$ cat src/rtl/rx_stat_pkg.sv
package rx_stat_pkg;

    localparam int unsigned ADDR_STATUS = 0;
    localparam int unsigned ADDR_ENABLE = 1;
    localparam int unsigned ADDR_MODE   = 2;

    localparam int unsigned SRC_COUNT   = 4;
    localparam int unsigned SRC_LSB     = 1;
    localparam int unsigned MODE_W      = 2;

    localparam int unsigned MODE_KEEP_LONG = 0;
    localparam int unsigned MODE_KEEP_CRC  = 1;

    // packed order matches register bits 4..1
    typedef struct packed {
        logic good;
        logic too_long;
        logic ovf;
        logic crc_err;
    } rx_src_t;

    typedef struct packed {
        logic keep_crc;
        logic keep_long;
    } rx_mode_t;

    typedef struct packed {
        logic valid;
        logic accept;
    } rx_verdict_t;

    function automatic rx_src_t src_from_bits(input logic [SRC_COUNT-1:0] b);
        rx_src_t s;
        s = rx_src_t'(b);
        return s;
    endfunction

    function automatic logic src_any(input rx_src_t a, input rx_src_t b);
        return |(a & b);
    endfunction

endpackage

$ cat src/rtl/rx_frame_classifier.sv
module rx_frame_classifier
    import rx_stat_pkg::*;
#(
    parameter int unsigned LEN_W   = 16,
    parameter int unsigned MAX_LEN = 1518
) (
    input  logic             eof_valid,
    input  logic [LEN_W-1:0] frame_len,
    input  logic             crc_bad,
    input  logic             fifo_ovf,
    input  rx_mode_t         mode,
    output rx_src_t          set_evt,
    output logic             accept
);
    localparam logic [LEN_W-1:0] LEN_LIMIT = LEN_W'(MAX_LEN);

    logic over_len;
    logic drop_long;
    logic drop_crc;
    logic drop_ovf;

    always_comb begin
        over_len  = frame_len > LEN_LIMIT;
        drop_long = over_len && !mode.keep_long;
        drop_crc  = crc_bad && !mode.keep_crc;
        drop_ovf  = fifo_ovf;
        accept    = !(drop_long || drop_crc || drop_ovf);

        set_evt          = '0;
        set_evt.good     = eof_valid && accept;
        set_evt.too_long = eof_valid && drop_long;
        set_evt.ovf      = eof_valid && drop_ovf;
        set_evt.crc_err  = eof_valid && drop_crc;
    end
endmodule

$ cat src/rtl/rx_status_bank.sv
module rx_status_bank
    import rx_stat_pkg::*;
(
    input  logic    clk,
    input  logic    rst,
    input  rx_src_t set_evt,
    input  rx_src_t clr_req,
    output rx_src_t status
);
    logic [SRC_COUNT-1:0] set_b;
    logic [SRC_COUNT-1:0] clr_b;
    logic [SRC_COUNT-1:0] stat_b;

    assign set_b  = set_evt;
    assign clr_b  = clr_req;
    assign status = src_from_bits(stat_b);

    for (genvar i = 0; i < SRC_COUNT; i++) begin : g_bit
        always_ff @(posedge clk) begin
            if (rst) begin
                stat_b[i] <= 1'b0;
            end else if (set_b[i]) begin
                stat_b[i] <= 1'b1;   // set beats clear
            end else if (clr_b[i]) begin
                stat_b[i] <= 1'b0;
            end
        end
    end
endmodule

$ cat src/rtl/rx_ctrl_regs.sv
module rx_ctrl_regs
    import rx_stat_pkg::*;
#(
    parameter int unsigned ADDR_W = 2,
    parameter int unsigned DATA_W = 5
) (
    input  logic              clk,
    input  logic              rst,
    input  logic              reg_wr,
    input  logic [ADDR_W-1:0] reg_addr,
    input  logic [DATA_W-1:0] reg_wdata,
    input  rx_src_t           status,
    output rx_src_t           enable,
    output rx_mode_t          mode,
    output rx_src_t           clr_req,
    output logic [DATA_W-1:0] reg_rdata
);
    localparam int unsigned SRC_MSB = SRC_LSB + SRC_COUNT - 1;

    logic    wr_stat;
    logic    wr_en;
    logic    wr_mode;
    rx_src_t wsrc;

    always_comb begin
        wr_stat = reg_wr && (reg_addr == ADDR_W'(ADDR_STATUS));
        wr_en   = reg_wr && (reg_addr == ADDR_W'(ADDR_ENABLE));
        wr_mode = reg_wr && (reg_addr == ADDR_W'(ADDR_MODE));
        wsrc    = src_from_bits(reg_wdata[SRC_MSB:SRC_LSB]);
        clr_req = wr_stat ? wsrc : '0;
    end

    always_ff @(posedge clk) begin
        if (rst) begin
            enable <= '0;
            mode   <= '0;
        end else begin
            if (wr_en)   enable <= wsrc;
            if (wr_mode) mode   <= rx_mode_t'(reg_wdata[MODE_W-1:0]);
        end
    end

    always_comb begin
        reg_rdata = '0;
        case (reg_addr)
            ADDR_W'(ADDR_STATUS): reg_rdata[SRC_MSB:SRC_LSB] = status;
            ADDR_W'(ADDR_ENABLE): reg_rdata[SRC_MSB:SRC_LSB] = enable;
            ADDR_W'(ADDR_MODE):   reg_rdata[MODE_W-1:0]      = mode;
            default:              reg_rdata = '0;
        endcase
    end
endmodule

$ cat src/rtl/rx_frame_status.sv
module rx_frame_status
    import rx_stat_pkg::*;
#(
    parameter int unsigned LEN_W   = 16,
    parameter int unsigned MAX_LEN = 1518,
    parameter int unsigned ADDR_W  = 2,
    parameter int unsigned DATA_W  = 5
) (
    input  logic              clk,
    input  logic              rst,
    input  logic              eof_valid,
    input  logic [LEN_W-1:0]  frame_len,
    input  logic              crc_bad,
    input  logic              fifo_ovf,
    input  logic              reg_wr,
    input  logic [ADDR_W-1:0] reg_addr,
    input  logic [DATA_W-1:0] reg_wdata,
    output logic [DATA_W-1:0] reg_rdata,
    output logic              verdict_valid,
    output logic              verdict_accept,
    output logic              rx_irq
);
    rx_src_t     set_evt;
    rx_src_t     clr_req;
    rx_src_t     status;
    rx_src_t     enable;
    rx_mode_t    mode;
    logic        accept;
    rx_verdict_t verdict_q;

    rx_frame_classifier #(
        .LEN_W   (LEN_W),
        .MAX_LEN (MAX_LEN)
    ) u_classify (
        .eof_valid (eof_valid),
        .frame_len (frame_len),
        .crc_bad   (crc_bad),
        .fifo_ovf  (fifo_ovf),
        .mode      (mode),
        .set_evt   (set_evt),
        .accept    (accept)
    );

    rx_status_bank u_status (
        .clk     (clk),
        .rst     (rst),
        .set_evt (set_evt),
        .clr_req (clr_req),
        .status  (status)
    );

    rx_ctrl_regs #(
        .ADDR_W (ADDR_W),
        .DATA_W (DATA_W)
    ) u_regs (
        .clk       (clk),
        .rst       (rst),
        .reg_wr    (reg_wr),
        .reg_addr  (reg_addr),
        .reg_wdata (reg_wdata),
        .status    (status),
        .enable    (enable),
        .mode      (mode),
        .clr_req   (clr_req),
        .reg_rdata (reg_rdata)
    );

    always_ff @(posedge clk) begin
        if (rst) begin
            verdict_q <= '0;
        end else begin
            verdict_q.valid  <= eof_valid;
            verdict_q.accept <= eof_valid && accept;
        end
    end

    assign verdict_valid  = verdict_q.valid;
    assign verdict_accept = verdict_q.accept;
    assign rx_irq         = src_any(status, enable);
endmodule

$ cat config.mk
export PLATFORM = sky130hd
export DESIGN_NAME = rx_frame_status
export DESIGN_NICKNAME = d
export VERILOG_FILES = /design/src/rtl/rx_stat_pkg.sv /design/src/rtl/rx_frame_classifier.sv /design/src/rtl/rx_status_bank.sv /design/src/rtl/rx_ctrl_regs.sv /design/src/rtl/rx_frame_status.sv
export SDC_FILE = /design/constraint.sdc
export NUM_CORES = 1
export LEC_CHECK = 0
export BUFFER_PORTS_ARGS = -buffer_cell sky130_fd_sc_hd__buf_2
export CAP_MARGIN = 15
export CORE_MARGIN = 2
export CORE_UTILIZATION = 44
export DETAILED_ROUTE_END_ITERATION = 16
export PLACE_DENSITY_LB_ADDON = 0.05
export RECOVER_POWER = 100
export SETUP_SLACK_MARGIN = 0.02
export SLEW_MARGIN = 10
export SYNTH_ARGS = -nofsm -noshare
export SYNTH_HDL_FRONTEND = slang
export SYNTH_SLANG_ARGS = --single-unit
$ cat constraint.sdc
create_clock -name clk -period 3.2 [get_ports clk]
set_input_delay 0.16 -clock clk [delete_from_list [all_inputs] [get_ports clk]]
set_output_delay 0.16 -clock clk [all_outputs]
set_load 0.03 [all_outputs]
==> summary.md, run 1 <==
| Metric | Value |
|---|---|
| CP Data Arrival Time | 1.36 ns |
| Final GP Congestion | 0.791 |
| Initial antenna violation count | 0 |
| Fin worst setup slack | 1.68 ns |
| Share of cells above drive strength 1 | 0.267 |
| GRT Util Overall | 0.190 |
| Die X | 41.9 µm |
| Fin. max-slew vios | 0 |
| EDFF count, synth | 0 |
| Netlist cell types | 23 |
| Vias per cell | 5.54 |
| CP max FO | 8 |
| N_diodes | 0 |
| Top cells by area, synth | dfxtp_1, mux2i_1, nand2_1 |
| Finished layout cell area | 842 µm² |
| Clk pwr share | 0.355 |
| Sequential fraction of the synthesis area | 0.380 |
| Post-synth ARST share | 0 |
| Area share of the largest cell type after synthesis | 0.380 |
| Yosys warnings | 0 |
| Pint | 251 µW |
| Syn Inst Count | 79 |
| Clock sink count | 12 |
| Sw Share | 0.259 |
| Max Cap Violations | 0 |
| Number of synthesized register bits | 12 |
| Worst VDD drop | 0.263 mV |
| Clock transition at path regs | 0.07 ns |
| DR iter-0 viols | 18 |
| Per-cell routed wire length | 11.7 µm |
| P&R area growth vs syn | 33.3% |
| RSZ-0062 raised after global routing | false |
| Die Y | 41.9 µm |
| Mapped Avg Cell Area | 8.00 µm² |
| Clk Tree Root Cell | clkbuf_4 |
| Cts bufs inserted | 3 |
| First-pass GRT wire length | 2500 µm |
| Hold wc startpoint | reg_wdata[0] |
| P_sw | 87.6 µW |
| DRC | 0 |
| Mapped Area | 632 µm² |
| Initial Util | 0.480 |
| Postcts setup bufs | 0 |
| PD cells | 402 nW/µm² |
| Min-delay worst type | input pin to flip-flop |
| Post-DRT Antenna Nets | 0 |
| Max Root-Sink Buffers | 2 |
| Commonest non-fill, non-tap cell in the layout | buf_2 |
| Fin. Hold Viols | 0 |
| Total grt overflow | 0 |
| Worst r2r path cells | 4 |
| Worst Skew | 0.00398 ns |
| CTS tree | yes |
| Slew HR | 0.663 |
| Vias in the first global route | 625 |
| Sequential power share | 0.474 |
| Die Area | 1760 µm² |
| Syn Nets | 108 |
| IO Count | 37 |
| Count of endpoints failing setup in the final report | 0 |
| TritonRoute pass-1 iters | 4 |
| R2r endpoint | u_status.status[3] |
| Comb pwr share | 0.171 |
| Most frequent cells in the layout | buf_2, dfxtp_1, nand2_1 |
| Outcome | finished clean |
| Worst R2R Setup Slack | 2.20 ns |
| Worst Setup End Kind | output port |
| Post-DP HPWL | 1260 µm |
| Largest net degree at the start of global routing | 12 |
| Setup CP Type | input pin to output port |
| Latest clock arrival within the worst-skew pair | 0.27 ns |
| Final nets | 146 |
| H-Tree Depth | 1 |
| Pre-CTS setup slack | 1.91 ns |
| Lkg Pwr | 0.376 nW |
| Wirelength, routed | 1530 µm |
| Main synth FF type | dfxtp_1 |
| Via count | 726 |
| CP startpoint kind | input pin |
| Period Utilization, post-route | 0.476 |
| Dpl cell area | 818 µm² |
| Hold-fix buffers, CTS | 0 |
| Port Buffers | 36 |
| Post-route minimum period | 1.52 ns |
| PostCTS Resize Cnt | 0 |
| Leading area contributor after synthesis | dfxtp_1 |
| Crit path required time | 3.04 ns |
| Post-layout util | 0.639 |
| Cell row count | 13 |
| Hold EP | u_regs.mode[0] |
| Worst slew pin tran | 0.504 ns |
| Core ar. | 1320 µm² |
| Setup_tns | 0 ns |
| Hold Path Cell Cnt | 3 |
| Worst r2r src | u_regs.mode[1] |
| Highest Clock Rate | 657 MHz |
[synthesized netlist by cell type (2+ instances only)]
| library cell | count |
|---|---|
| a21oi_1 | 5 |
| nor3_1 | 2 |
| nand2_1 | 11 |
| nor2_1 | 10 |
| nor2b_1 | 2 |
| dfxtp_1 | 12 |
| o21ai_0 | 2 |
| nand3b_1 | 2 |
| nand3_1 | 5 |
| o21ai_1 | 2 |
| a22oi_1 | 4 |
| clkbuf_1 | 2 |
| nand2b_1 | 3 |
| mux2i_1 | 6 |
| nor3b_1 | 2 |
| inv_1 | 2 |
[final cells by class]
cell class                      count  area, µm²
Inverter                            2       7.51
Timing Repair Buffer               36        168
Clock buffer                        4       36.3
Fill cell                         134        475
Sequential cell                    12        240
Multi-Input combinational cell     62        372
Tap cell                           15       18.8
[sequential cells by signal, indices dropped and copies added, names as in the netlist]
| name | cells |
|---|---|
| u_regs.mode | 2 |
| verdict_valid | 1 |
| verdict_accept | 1 |
| u_regs.enable | 4 |
| u_status.status | 4 |
[cells by family (layout without fill, tap and decap cells)]
family,Yosys count,count (layout),synth area share
muxes,6,6,0.0951
DFF,12,12,0.380
and+or+nand+nor,40,40,0.337
AOI/OAI and AO/OA,16,16,0.156
buffers and inverters,5,42,0.0317
[routing by layer]
metal | track usage | vias to the layer above | routed length (µm) | part of all wire
met4 | 0.116 | 0 | 38 | 0.025
met2 | 0.303 | 34 | 697 | 0.46
met5 | 0 | - | 0 | 0
met3 | 0.0565 | 4 | 124 | 0.081
li1 | - | 357 | - | -
met1 | 0.221 | 331 | 671 | 0.44
[metrics by stage]
step / instances / power, mW / hold slack [ns]
after floorplan: 79 / 0.196 / 0.299
after global placement: 127 / 0.221 / 0.397
after detailed placement: 127 / 0.223 / 0.409
after CTS: 131 / 0.342 / 0.121
after global routing: 131 / 0.355 / 0.123
final: 131 / 0.338 / 0.118
[power by group through the flow]
stage | combinational, mW | clock [mW] | sequential [mW]
floorplan | 0.0319 | 0 | 0.164
global placement | 0.0576 | 0 | 0.164
detailed placement | 0.0591 | 0 | 0.164
CTS | 0.0593 | 0.122 | 0.160
global route | 0.0641 | 0.130 | 0.161
finish | 0.0578 | 0.120 | 0.161
[critical path, stage by stage]
cell and delay [ns]:
clkbuf_1 0.30, nor2b_1 0.40, nand2_1 0.09, o21ai_0 0.09, clkbuf_1 0.33
[worst max path at each step]
stage | end | depth (start not counted) | from
after floorplan | reg_rdata[1] | 3 | reg_addr[1]
after global placement | u_status.status[2] | 5 | frame_len[14]
after detailed placement | u_status.status[2] | 5 | frame_len[14]
after CTS | reg_rdata[0] | 3 | u_regs.mode[0]
after global routing | reg_rdata[1] | 5 | reg_addr[0]
final | reg_rdata[1] | 5 | reg_addr[0]
(Power assumes the default switching activity.)
==> inputs of run 2 (changes only) <==
--- a/config.mk
+++ b/config.mk
@@ -8,7 +8,7 @@
 export BUFFER_PORTS_ARGS = -buffer_cell sky130_fd_sc_hd__buf_2
 export CAP_MARGIN = 15
 export CORE_MARGIN = 2
-export CORE_UTILIZATION = 44
+export CORE_UTILIZATION = 37
 export DETAILED_ROUTE_END_ITERATION = 16
 export PLACE_DENSITY_LB_ADDON = 0.05
 export RECOVER_POWER = 100
==> constraint.sdc (replaced) <==
create_clock -name clk -period 1.2 [get_ports clk]
set_input_delay 0.06 -clock clk [delete_from_list [all_inputs] [get_ports clk]]
set_output_delay 0.06 -clock clk [all_outputs]
set_load 0.03 [all_outputs]
==> run 2 against run 1 <==
Net effect: sequential share of layout area fell by 1.5 points; register-to-register slack worse by 1.9 ns; non-clock buffer count up 5; critical path type is now flip-flop to output port.
==> summary.md, run 2 (same netlist as run 1, synthesis figures left out) <==
| Metric | Value |
|---|---|
| Per-cell routed wire length | 10.8 µm |
| Slowest-stage cell, CP | dfxtp_1 |
| Crit path required time | 1.14 ns |
| Fillers | 158 |
| PD cells | 1010 nW/µm² |
| Final nets | 151 |
| CP Data Arrival Time | 1.04 ns |
| Cts bufs inserted | 3 |
| Core ar. | 1560 µm² |
| Area taken by multi-input logic gates | 377 µm² |
| RSZ-0062 raised after global routing | false |
| Final GP Congestion | 0.847 |
| Worst Setup End Kind | output port |
| Fin. Hold Viols | 0 |
| Clk Tree Root Cell | clkbuf_4 |
| GRT Util Overall | 0.163 |
| Max Root-Sink Buffers | 2 |
| CTS tree | yes |
| Hold wc startpoint | reg_wdata[0] |
| Wirelength, routed | 1480 µm |
| Fin. max-slew vios | 0 |
| H-Tree Depth | 1 |
| Worst slew pin tran | 0.363 ns |
| Initial antenna violation count | 0 |
| Die X | 45.3 µm |
| Worst r2r path cells | 4 |
| IO Count | 37 |
| Register area | 243 µm² |
| Largest net degree at the start of global routing | 11 |
| Cell row count | 14 |
| Hold Path Cell Cnt | 3 |
| Outcome | finished clean |
| Min-delay worst type | input pin to flip-flop |
| First-pass GRT wire length | 2430 µm |
| Worst r2r src | u_regs.mode[1] |
| Latest clock arrival within the worst-skew pair | 0.26 ns |
| Post-DRT Antenna Nets | 0 |
| Via count | 702 |
| Share of cells above drive strength 1 | 0.372 |
| Clock sink count | 12 |
| Worst path max stage delay | 0.34 ns |
| Initial Util | 0.405 |
| Die Area | 2050 µm² |
| Setup CP Type | flip-flop to output port |
| Hold-fix buffers, CTS | 0 |
| Postcts setup bufs | 0 |
| Worst VDD drop | 0.484 mV |
| Lkg Pwr | 0.425 nW |
| Commonest non-fill, non-tap cell in the layout | buf_2 |
| P&R area growth vs syn | 42.2% |
| Period Utilization, post-route | 0.916 |
| Setup_tns | 0 ns |
| Highest Clock Rate | 909 MHz |
| DRC | 0 |
| Count of endpoints failing setup in the final report | 0 |
| Total grt overflow | 0 |
| Overall power | 903 µW |
| CP max FO | 3 |
| Post-layout util | 0.576 |
| Post-route minimum period | 1.10 ns |
| Die Y | 45.3 µm |
| Most frequent cells in the layout | buf_2, nand2_1, nor2_1, dfxtp_1 |
| Slew HR | 0.759 |
| Max Cap Violations | 0 |
| Worst Skew | 0.00780 ns |
| Clock transition at path regs | 0.08 ns |
| Vias per cell | 5.12 |
| DR iter-0 viols | 23 |
| Port Buffers | 36 |
| CP startpoint | u_status.status[2] |
| CP startpoint kind | flip-flop |
| N_diodes | 0 |
| Vias in the first global route | 603 |
| TritonRoute pass-1 iters | 5 |
| Crit-path cells | a22oi_1, nand2_1, clkbuf_2 |
## run 2: cell type report
cell class,count,area share
Sequential cell,12,0.270
Clock buffer,4,0.0404
Multi-Input combinational cell,62,0.419
Timing Repair Buffer,41,0.240
Tap cell,16,0.0223
Inverter,2,0.00836
## run 2: where the power goes
| part | internal [mW] | switching, mW | leakage (nW) |
|---|---|---|---|
| clock network | 0.184 | 0.123 | 0.0210 |
| logic | 0.0810 | 0.0855 | 0.305 |
| registers | 0.416 | 0.0133 | 0.0990 |
| total | 0.681 | 0.222 | 0.425 |
## run 2: path summary, 6_finish.rpt
check | end | slack [ns]
max | rx_irq | 0.10
min | u_regs.mode[0] | 0.03
max reg2reg | u_status.status[3] | 0.28
min reg2reg | u_regs.enable[2] | 0.48
## run 2: critical path: cells and delay by family (launching register included)
family / cells / cell delay (ns)
AO/OA/AOI/OAI: 1 / 0.19
AND/OR/NAND/NOR: 1 / 0.06
flip-flops: 1 / 0.34
buffers and inverters: 1 / 0.18
## run 2: repair_timing
item | 4_1_cts | 5_1_grt
gates resized for setup | 1 | 4
endpoints found under the hold margin | 0 | 0
endpoints found under the setup margin | 1 | 2
## run 2: routing by layer
layer  GRT usage  part of all wire
met1       0.209              0.44
met3      0.0360             0.068
met2       0.269              0.48
met4      0.0529            0.0074
met5           0                 0
## run 2: per-stage QoR
stage | cells | setup WS, ns | instance area (µm²) | hold WS (ns)
after floorplan | 79 | 0.0619 | 637 | 0.199
after global placement | 133 | 0.0296 | 862 | 0.295
after detailed placement | 133 | 0.0151 | 862 | 0.302
after CTS | 137 | 0.0422 | 901 | 0.0188
after global routing | 137 | 0.0227 | 898 | 0.0158
final | 137 | 0.100 | 898 | 0.0255
